`config.mk`:
```
export PLATFORM = sky130hd
export DESIGN_NAME = stim_seq
export DESIGN_NICKNAME = d
export VERILOG_FILES = /design/src/rtl/stim_pkg.sv /design/src/rtl/stim_timer.sv /design/src/rtl/stim_counter.sv /design/src/rtl/stim_seq.sv
export SDC_FILE = /design/constraint.sdc
export NUM_CORES = 1
export LEC_CHECK = 0
export BUFFER_PORTS_ARGS = -buffer_cell sky130_fd_sc_hd__buf_2
export CAP_MARGIN = 20
export CORE_ASPECT_RATIO = 2
export CORE_UTILIZATION = 25
export CTS_BUF_LIST = sky130_fd_sc_hd__clkbuf_8
export DETAILED_ROUTE_END_ITERATION = 16
export MAX_ROUTING_LAYER = met4
export SYNTH_ARGS = -nofsm -noshare
export SYNTH_HDL_FRONTEND = slang
export SYNTH_SLANG_ARGS = --single-unit
```
`constraint.sdc`:
```
create_clock -name clk_i -period 4.4 [get_ports clk_i]
set_input_delay 0.44 -clock clk_i [delete_from_list [all_inputs] [get_ports clk_i]]
set_output_delay 0.44 -clock clk_i [all_outputs]
set_load 0.005 [all_outputs]
```
`src/rtl/stim_pkg.sv`:
```
package stim_pkg;
  typedef enum logic [2:0] {
    S_IDLE, S_PH1, S_GAP, S_PH2, S_SHORT, S_CHECK, S_INSERT, S_WAIT
  } state_e;
endpackage

```
`src/rtl/stim_timer.sv`:
```
module stim_timer #(
  parameter int W = 8
) (
  input  logic         clk_i,
  input  logic         rst_ni,
  input  logic         load_i,
  input  logic [W-1:0] val_i,
  output logic         zero_o
);
  logic [W-1:0] cnt_q;
  always_ff @(posedge clk_i or negedge rst_ni) begin
    if (!rst_ni)            cnt_q <= '0;
    else if (load_i)        cnt_q <= val_i;
    else if (cnt_q != '0)   cnt_q <= cnt_q - 1'b1;
  end
  assign zero_o = (cnt_q == '0);
endmodule

```
`src/rtl/stim_counter.sv`:
```
module stim_counter #(
  parameter int W = 8
) (
  input  logic         clk_i,
  input  logic         rst_ni,
  input  logic         clr_i,
  input  logic         inc_i,
  output logic [W-1:0] cnt_o
);
  always_ff @(posedge clk_i or negedge rst_ni) begin
    if (!rst_ni)                      cnt_o <= '0;
    else if (clr_i)                   cnt_o <= '0;
    else if (inc_i && cnt_o != '1)    cnt_o <= cnt_o + 1'b1;
  end
endmodule

```
`src/rtl/stim_seq.sv`:
```
module stim_seq
  import stim_pkg::*;
#(
  parameter int AMP_W = 8,
  parameter int TW    = 8,
  parameter int PER_W = 12,
  parameter int CNT_W = 8,
  parameter int INS_W = 4
) (
  input  logic             clk_i,
  input  logic             rst_ni,
  input  logic             start_i,
  input  logic             abort_i,
  input  logic [AMP_W-1:0] amp_i,
  input  logic [TW-1:0]    phase_w_i,
  input  logic [TW-1:0]    gap_w_i,
  input  logic [TW-1:0]    short_w_i,
  input  logic [TW-1:0]    ins_w_i,
  input  logic [PER_W-1:0] period_i,
  input  logic [CNT_W-1:0] pulses_i,
  input  logic [INS_W-1:0] max_ins_i,
  input  logic             cath_first_i,
  input  logic             resid_high_i,
  input  logic             resid_pos_i,
  output logic [AMP_W-1:0] amp_o,
  output logic             pol_o,
  output logic             short_o,
  output logic             busy_o,
  output logic             done_o,
  output logic             fault_o
);
  function automatic logic [TW-1:0] ld(input logic [TW-1:0] w);
    return (w == '0) ? '0 : w - 1'b1;
  endfunction

  state_e state_q, state_d;

  // settings latched at start
  logic [AMP_W-1:0] amp_q;
  logic [TW-1:0]    phw_q, gap_q, shw_q, insw_q;
  logic [PER_W-1:0] per_q;
  logic [CNT_W-1:0] npul_q;
  logic [INS_W-1:0] maxi_q;
  logic             cath_q, ins_pol_q, done_q, fault_q;

  logic             tmr_load, tmr_zero;
  logic [TW-1:0]    tmr_val;
  logic             pc_clr, pul_clr, pul_inc, ins_clr, ins_inc;
  logic             set_fault, set_done, latch_cfg, ins_pol_set;
  logic [PER_W-1:0] pc;
  logic [CNT_W-1:0] pul_cnt;
  logic [INS_W-1:0] ins_cnt;
  logic             start_ok, last_pulse, period_up;

  assign start_ok   = start_i && !fault_q && (pulses_i != '0);
  assign last_pulse = ({1'b0, pul_cnt} + 1'b1) == {1'b0, npul_q};
  assign period_up  = ({1'b0, pc} + 1'b1) >= {1'b0, per_q};

  stim_timer #(.W(TW)) u_tmr (
    .clk_i, .rst_ni, .load_i(tmr_load), .val_i(tmr_val), .zero_o(tmr_zero)
  );
  stim_counter #(.W(PER_W)) u_pc (
    .clk_i, .rst_ni, .clr_i(pc_clr), .inc_i(1'b1), .cnt_o(pc)
  );
  stim_counter #(.W(CNT_W)) u_pul (
    .clk_i, .rst_ni, .clr_i(pul_clr), .inc_i(pul_inc), .cnt_o(pul_cnt)
  );
  stim_counter #(.W(INS_W)) u_ins (
    .clk_i, .rst_ni, .clr_i(ins_clr), .inc_i(ins_inc), .cnt_o(ins_cnt)
  );

  always_comb begin
    state_d     = state_q;
    tmr_load    = 1'b0;
    tmr_val     = '0;
    pc_clr      = 1'b0;
    pul_clr     = 1'b0;
    pul_inc     = 1'b0;
    ins_clr     = 1'b0;
    ins_inc     = 1'b0;
    set_fault   = 1'b0;
    set_done    = 1'b0;
    latch_cfg   = 1'b0;
    ins_pol_set = 1'b0;
    unique case (state_q)
      S_IDLE: if (start_ok) begin
        state_d   = S_PH1;
        tmr_load  = 1'b1;
        tmr_val   = ld(phase_w_i);
        pc_clr    = 1'b1;
        pul_clr   = 1'b1;
        ins_clr   = 1'b1;
        latch_cfg = 1'b1;
      end
      S_PH1: if (tmr_zero) begin
        tmr_load = 1'b1;
        if (gap_q == '0) begin
          state_d = S_PH2;
          tmr_val = ld(phw_q);
        end else begin
          state_d = S_GAP;
          tmr_val = ld(gap_q);
        end
      end
      S_GAP: if (tmr_zero) begin
        state_d  = S_PH2;
        tmr_load = 1'b1;
        tmr_val  = ld(phw_q);
      end
      S_PH2: if (tmr_zero) begin
        state_d  = S_SHORT;
        tmr_load = 1'b1;
        tmr_val  = ld(shw_q);
      end
      S_SHORT: if (tmr_zero) state_d = S_CHECK;
      S_CHECK: begin
        if (resid_high_i) begin
          if (ins_cnt == maxi_q) begin
            set_fault = 1'b1;
            state_d   = S_IDLE;
          end else begin
            state_d     = S_INSERT;
            tmr_load    = 1'b1;
            tmr_val     = ld(insw_q);
            ins_inc     = 1'b1;
            ins_pol_set = 1'b1;
          end
        end else begin
          pul_inc = 1'b1;
          if (last_pulse) begin
            set_done = 1'b1;
            state_d  = S_IDLE;
          end else begin
            state_d = S_WAIT;
          end
        end
      end
      S_INSERT: if (tmr_zero) state_d = S_CHECK;
      S_WAIT: if (period_up) begin
        state_d  = S_PH1;
        tmr_load = 1'b1;
        tmr_val  = ld(phw_q);
        pc_clr   = 1'b1;
        ins_clr  = 1'b1;
      end
      default: state_d = S_IDLE;
    endcase
    if (abort_i) begin
      state_d   = S_IDLE;
      set_fault = 1'b0;
      set_done  = 1'b0;
      latch_cfg = 1'b0;
    end
  end

  always_ff @(posedge clk_i or negedge rst_ni) begin
    if (!rst_ni) begin
      state_q   <= S_IDLE;
      done_q    <= 1'b0;
      fault_q   <= 1'b0;
      ins_pol_q <= 1'b0;
    end else begin
      state_q <= state_d;
      done_q  <= set_done;
      fault_q <= fault_q | set_fault;
      // corrective polarity opposes the residual
      if (ins_pol_set) ins_pol_q <= !resid_pos_i;
    end
  end

  always_ff @(posedge clk_i or negedge rst_ni) begin
    if (!rst_ni) begin
      amp_q  <= '0;
      phw_q  <= '0;
      gap_q  <= '0;
      shw_q  <= '0;
      insw_q <= '0;
      per_q  <= '0;
      npul_q <= '0;
      maxi_q <= '0;
      cath_q <= 1'b0;
    end else if (latch_cfg) begin
      amp_q  <= amp_i;
      phw_q  <= phase_w_i;
      gap_q  <= gap_w_i;
      shw_q  <= short_w_i;
      insw_q <= ins_w_i;
      per_q  <= period_i;
      npul_q <= pulses_i;
      maxi_q <= max_ins_i;
      cath_q <= cath_first_i;
    end
  end

  always_comb begin
    amp_o = '0;
    pol_o = 1'b0;
    unique case (state_q)
      S_PH1:    begin amp_o = amp_q; pol_o = !cath_q;   end
      S_PH2:    begin amp_o = amp_q; pol_o = cath_q;    end
      S_INSERT: begin amp_o = amp_q; pol_o = ins_pol_q; end
      default:  ;
    endcase
  end

  assign short_o = (state_q == S_SHORT);
  assign busy_o  = (state_q != S_IDLE);
  assign done_o  = done_q;
  assign fault_o = fault_q;
endmodule

```
==> flow_summary_export.csv <==
group,metric,value,unit
worst_setup_path,critPathMaxStageDelay,590,ps
min_path,worstHoldPathType,"in2async",
sta,finalMaxSlewViolations,0,
worst_setup_path,rr_endpoint,"u_ins.cnt_o[1]",
detailed_routing,first_pass_iters,5,
sta,maxSlewHeadroom,0.379,
worst_setup_path,startpoint_type,"flip-flop",
floorplan,start_util,0.254,
sta,hold_viol,0,
detailed_routing,vias,4988,
floorplan,die_h,225,um
placement,dp_worst_setup_slack,582,ps
worst_setup_path,r2r-start,"u_pc.cnt_o[0]",
synthesis,syn_avg_cell_area,9.65,um^2
sta,fin_ws,569,ps
synthesis,ys_seq_area_frac,0.415,
detailed_routing,wl_per_cell,15.7,um
worst_setup_path,path_cells,"ha_1 -> and3_1 -> and2_0 -> and3_1 -> xor2_1 -> ha_1 -> nand3_1 -> a311oi_1 -> o2111a_1 -> or2_1 -> nor2_1",
grt,gr-total-overflow,0,
finish,area_growth,15.6,%
placement,dpl.hpwl,13000,um
synthesis,async_flop_share,1.00,
worst_setup_path,crit_fanout,16,
sta,rsz0062_at_grt,"no",
detailed_routing,totalWireLength,16600,um
sta,finalSetupViolations,0,
finish,fill_cells,2579,
power_and_ir_drop,leakagePower,3.22,nW
synthesis,ys_ff_latch,103,
cts,cts_tree,"built",
synthesis,synth.top_cell.area_share,0.415,
worst_setup_path,ff2ff_path_depth,11,
worst_setup_path,critical_path_class,"reg2reg",
sta,period_share,0.871,
cts,cts-buffers-inserted,9,
detailed_routing,routed-wl-met2,9510,um
detailed_routing,drt_iter0_drc,300,
synthesis,synth.distinct_cells,66,
cts,clk_pin_slew_worst_paths,120,ps
cts,post_cts_buffers,0,
sta,clock_skew,15.3,ps
worst_setup_path,endpoint_kind,"flip-flop",
finish,final_layout_size_suffix_gt1_frac,0.217,
detailed_routing,drt.antenna.violating_nets,0,
sta,min_period,3830,ps
worst_setup_path,reg2reg_setup_slack,570,ps
sta,setup_tns,0,ps
detailed_routing,wl_met1,5780,um
grt,grt_pass1_vias,5100,
worst_setup_path,critical_path_required,4670,ps
synthesis,synth_most_common_cell,"dfrtp_1",
cts,clock-sinks,103,
synthesis,synth_edf_count,0,
floorplan,die-area,25500,um^2
synthesis,synth_nets,742,
worst_setup_path,path_depth,11,
grt,grt_max_degree,70,
cts,worstSkewPairLatency,420,ps
synthesis,postSynthCellCount,644,
detailed_routing,via_per_inst,4.72,
synthesis,synth_area_leaders,"dfrtp_1, mux2_2, ha_1",
synthesis,syn_area,6210,um^2
cts,cts-root-buf,"clkbuf_8",
worst_setup_path,crit_slowest_cell,"o2111a_1",
cts,cts_htree_levels,3,
outcome,status,"finished, final reports clean",
synthesis,netlist_top_cells_count,"dfrtp_1, nor2_1, nand2_1, mux2_2, inv_1",
detailed_routing,met3_wirelength,423,um
placement,io_buffer_count,83,
grt,grt_pass1_wl,26300,um
worst_setup_path,crit_start,"u_pc.cnt_o[0]",
grt,grt_usage,0.142,
sta,tightestPinTransition,921,ps
floorplan,pin_count,84,
detailed_routing,top_layer,"met4",
finish,final_nets,816,
placement,gp_congestion,0.925,
power_and_ir_drop,ir_worst_vdd,164,uV
synthesis,ys.flop_type,"dfrtp_1",
grt,antenna_found_initial,1,
synthesis,synth_warnings,0,
worst_setup_path,cp.arrival,4100,ps
floorplan,die_w,113,um
flow_run,maxCapViolCount,0,
floorplan,core,24400,um^2
cts,cts.path.max_buffers,2,
finish,final_core_util,0.294,
synthesis,yosysTopAreaCell,"dfrtp_1",
worst_setup_path,path_delay_family,"simple AND/OR/NAND/NOR gates",
detailed_routing,drc,0,
worst_setup_path,cp_num_buf_inv,0,
cts,hold_buffers,0,
floorplan,num_rows,81,
cts,cts_resized,0,
sta,fmax,261,MHz
power_and_ir_drop,powerDensity,433,nW/um^2
[layout by cell type (no fill, tap or decap), types with 26 or more instances in the layout]
| cell | count |
|---|---|
| nor2_1 | 52 |
| xor2_1 | 29 |
| ha_1 | 27 |
| xnor2_1 | 32 |
| o21ai_0 | 34 |
| nand2_1 | 48 |
| nor3_1 | 26 |
| dfrtp_1 | 103 |
| mux2_2 | 41 |
| inv_1 | 40 |
| buf_2 | 82 |
[worst max path at each step]
stage                           to
floorplan           u_tmr.cnt_q[5]
global placement    u_pc.cnt_o[10]
detailed placement  u_ins.cnt_o[1]
CTS                 u_ins.cnt_o[1]
global route        u_pc.cnt_o[10]
finish              u_ins.cnt_o[1]
[sequential cells by signal, summed over array words and instances (netlist names)]
register / cells
npul_q: 8
per_q: 12
fault_o: 1
maxi_q: 4
insw_q: 8
amp_q: 8
state_q: 3
u_tmr.cnt_q: 8
u_pul.cnt_o: 8
done_o: 1
ins_pol_q: 1
u_pc.cnt_o: 12
phw_q: 8
gap_q: 8
u_ins.cnt_o: 4
shw_q: 8
cath_q: 1
[stage by stage]
step	cell area, um^2	hold slack [ps]	std cells	power [W]
final	7180	134	1056	0.00311
after global routing	7180	188	1056	0.00333
after CTS	7180	161	1055	0.00315
after detailed placement	6990	467	1039	0.00252
after global placement	6990	462	1039	0.00250
after floorplan	6210	144	644	0.00218
[metal layers]
layer  vias up  global-route usage
li1       2426                   -
met1      2429               0.125
met2        91               0.270
met3        42              0.0245
met4         0              0.0921
met5         -                   -
[worst reg2reg max path: stages (launching register included)]
cell	delay (ps)
dfrtp_1	470
ha_1	280
and3_1	180
and2_0	240
and3_1	250
xor2_1	150
ha_1	290
nand3_1	110
a311oi_1	450
o2111a_1	590
or2_1	550
nor2_1	140
[cell families (layout without fill, tap and decap cells)]
kind of cell    after synthesis  after routing  synth area share
fa+ha+maj                    28             28            0.0560
flops                       103            103             0.415
xor+xnor                     61             61            0.0860
mux                          55             55            0.0983
buf+inv                      64            143            0.0397
compound gates              111            111             0.118
simple gates                222            222             0.187
other cells                   0              1                 0
[cell type report]
class                      count  area, um^2  area share
multi-input combinational    477        3390       0.473
sequential                   103        2580       0.359
antenna                        1        2.50    0.000348
clock buffer                   9         124      0.0172
tap                          332         415      0.0578
clock inverter                 7        70.1     0.00976
inverter                      40         150      0.0209
timing repair buffer          87         448      0.0624
[power by group]
group          switching (W)  leakage (nW)  internal (W)
sequential          0.000251          1.28       0.00119
combinational       0.000536          1.84      0.000517
clock               0.000393        0.0943      0.000218
total                0.00118          3.22       0.00193
Power figures use the tool's default switching activity.
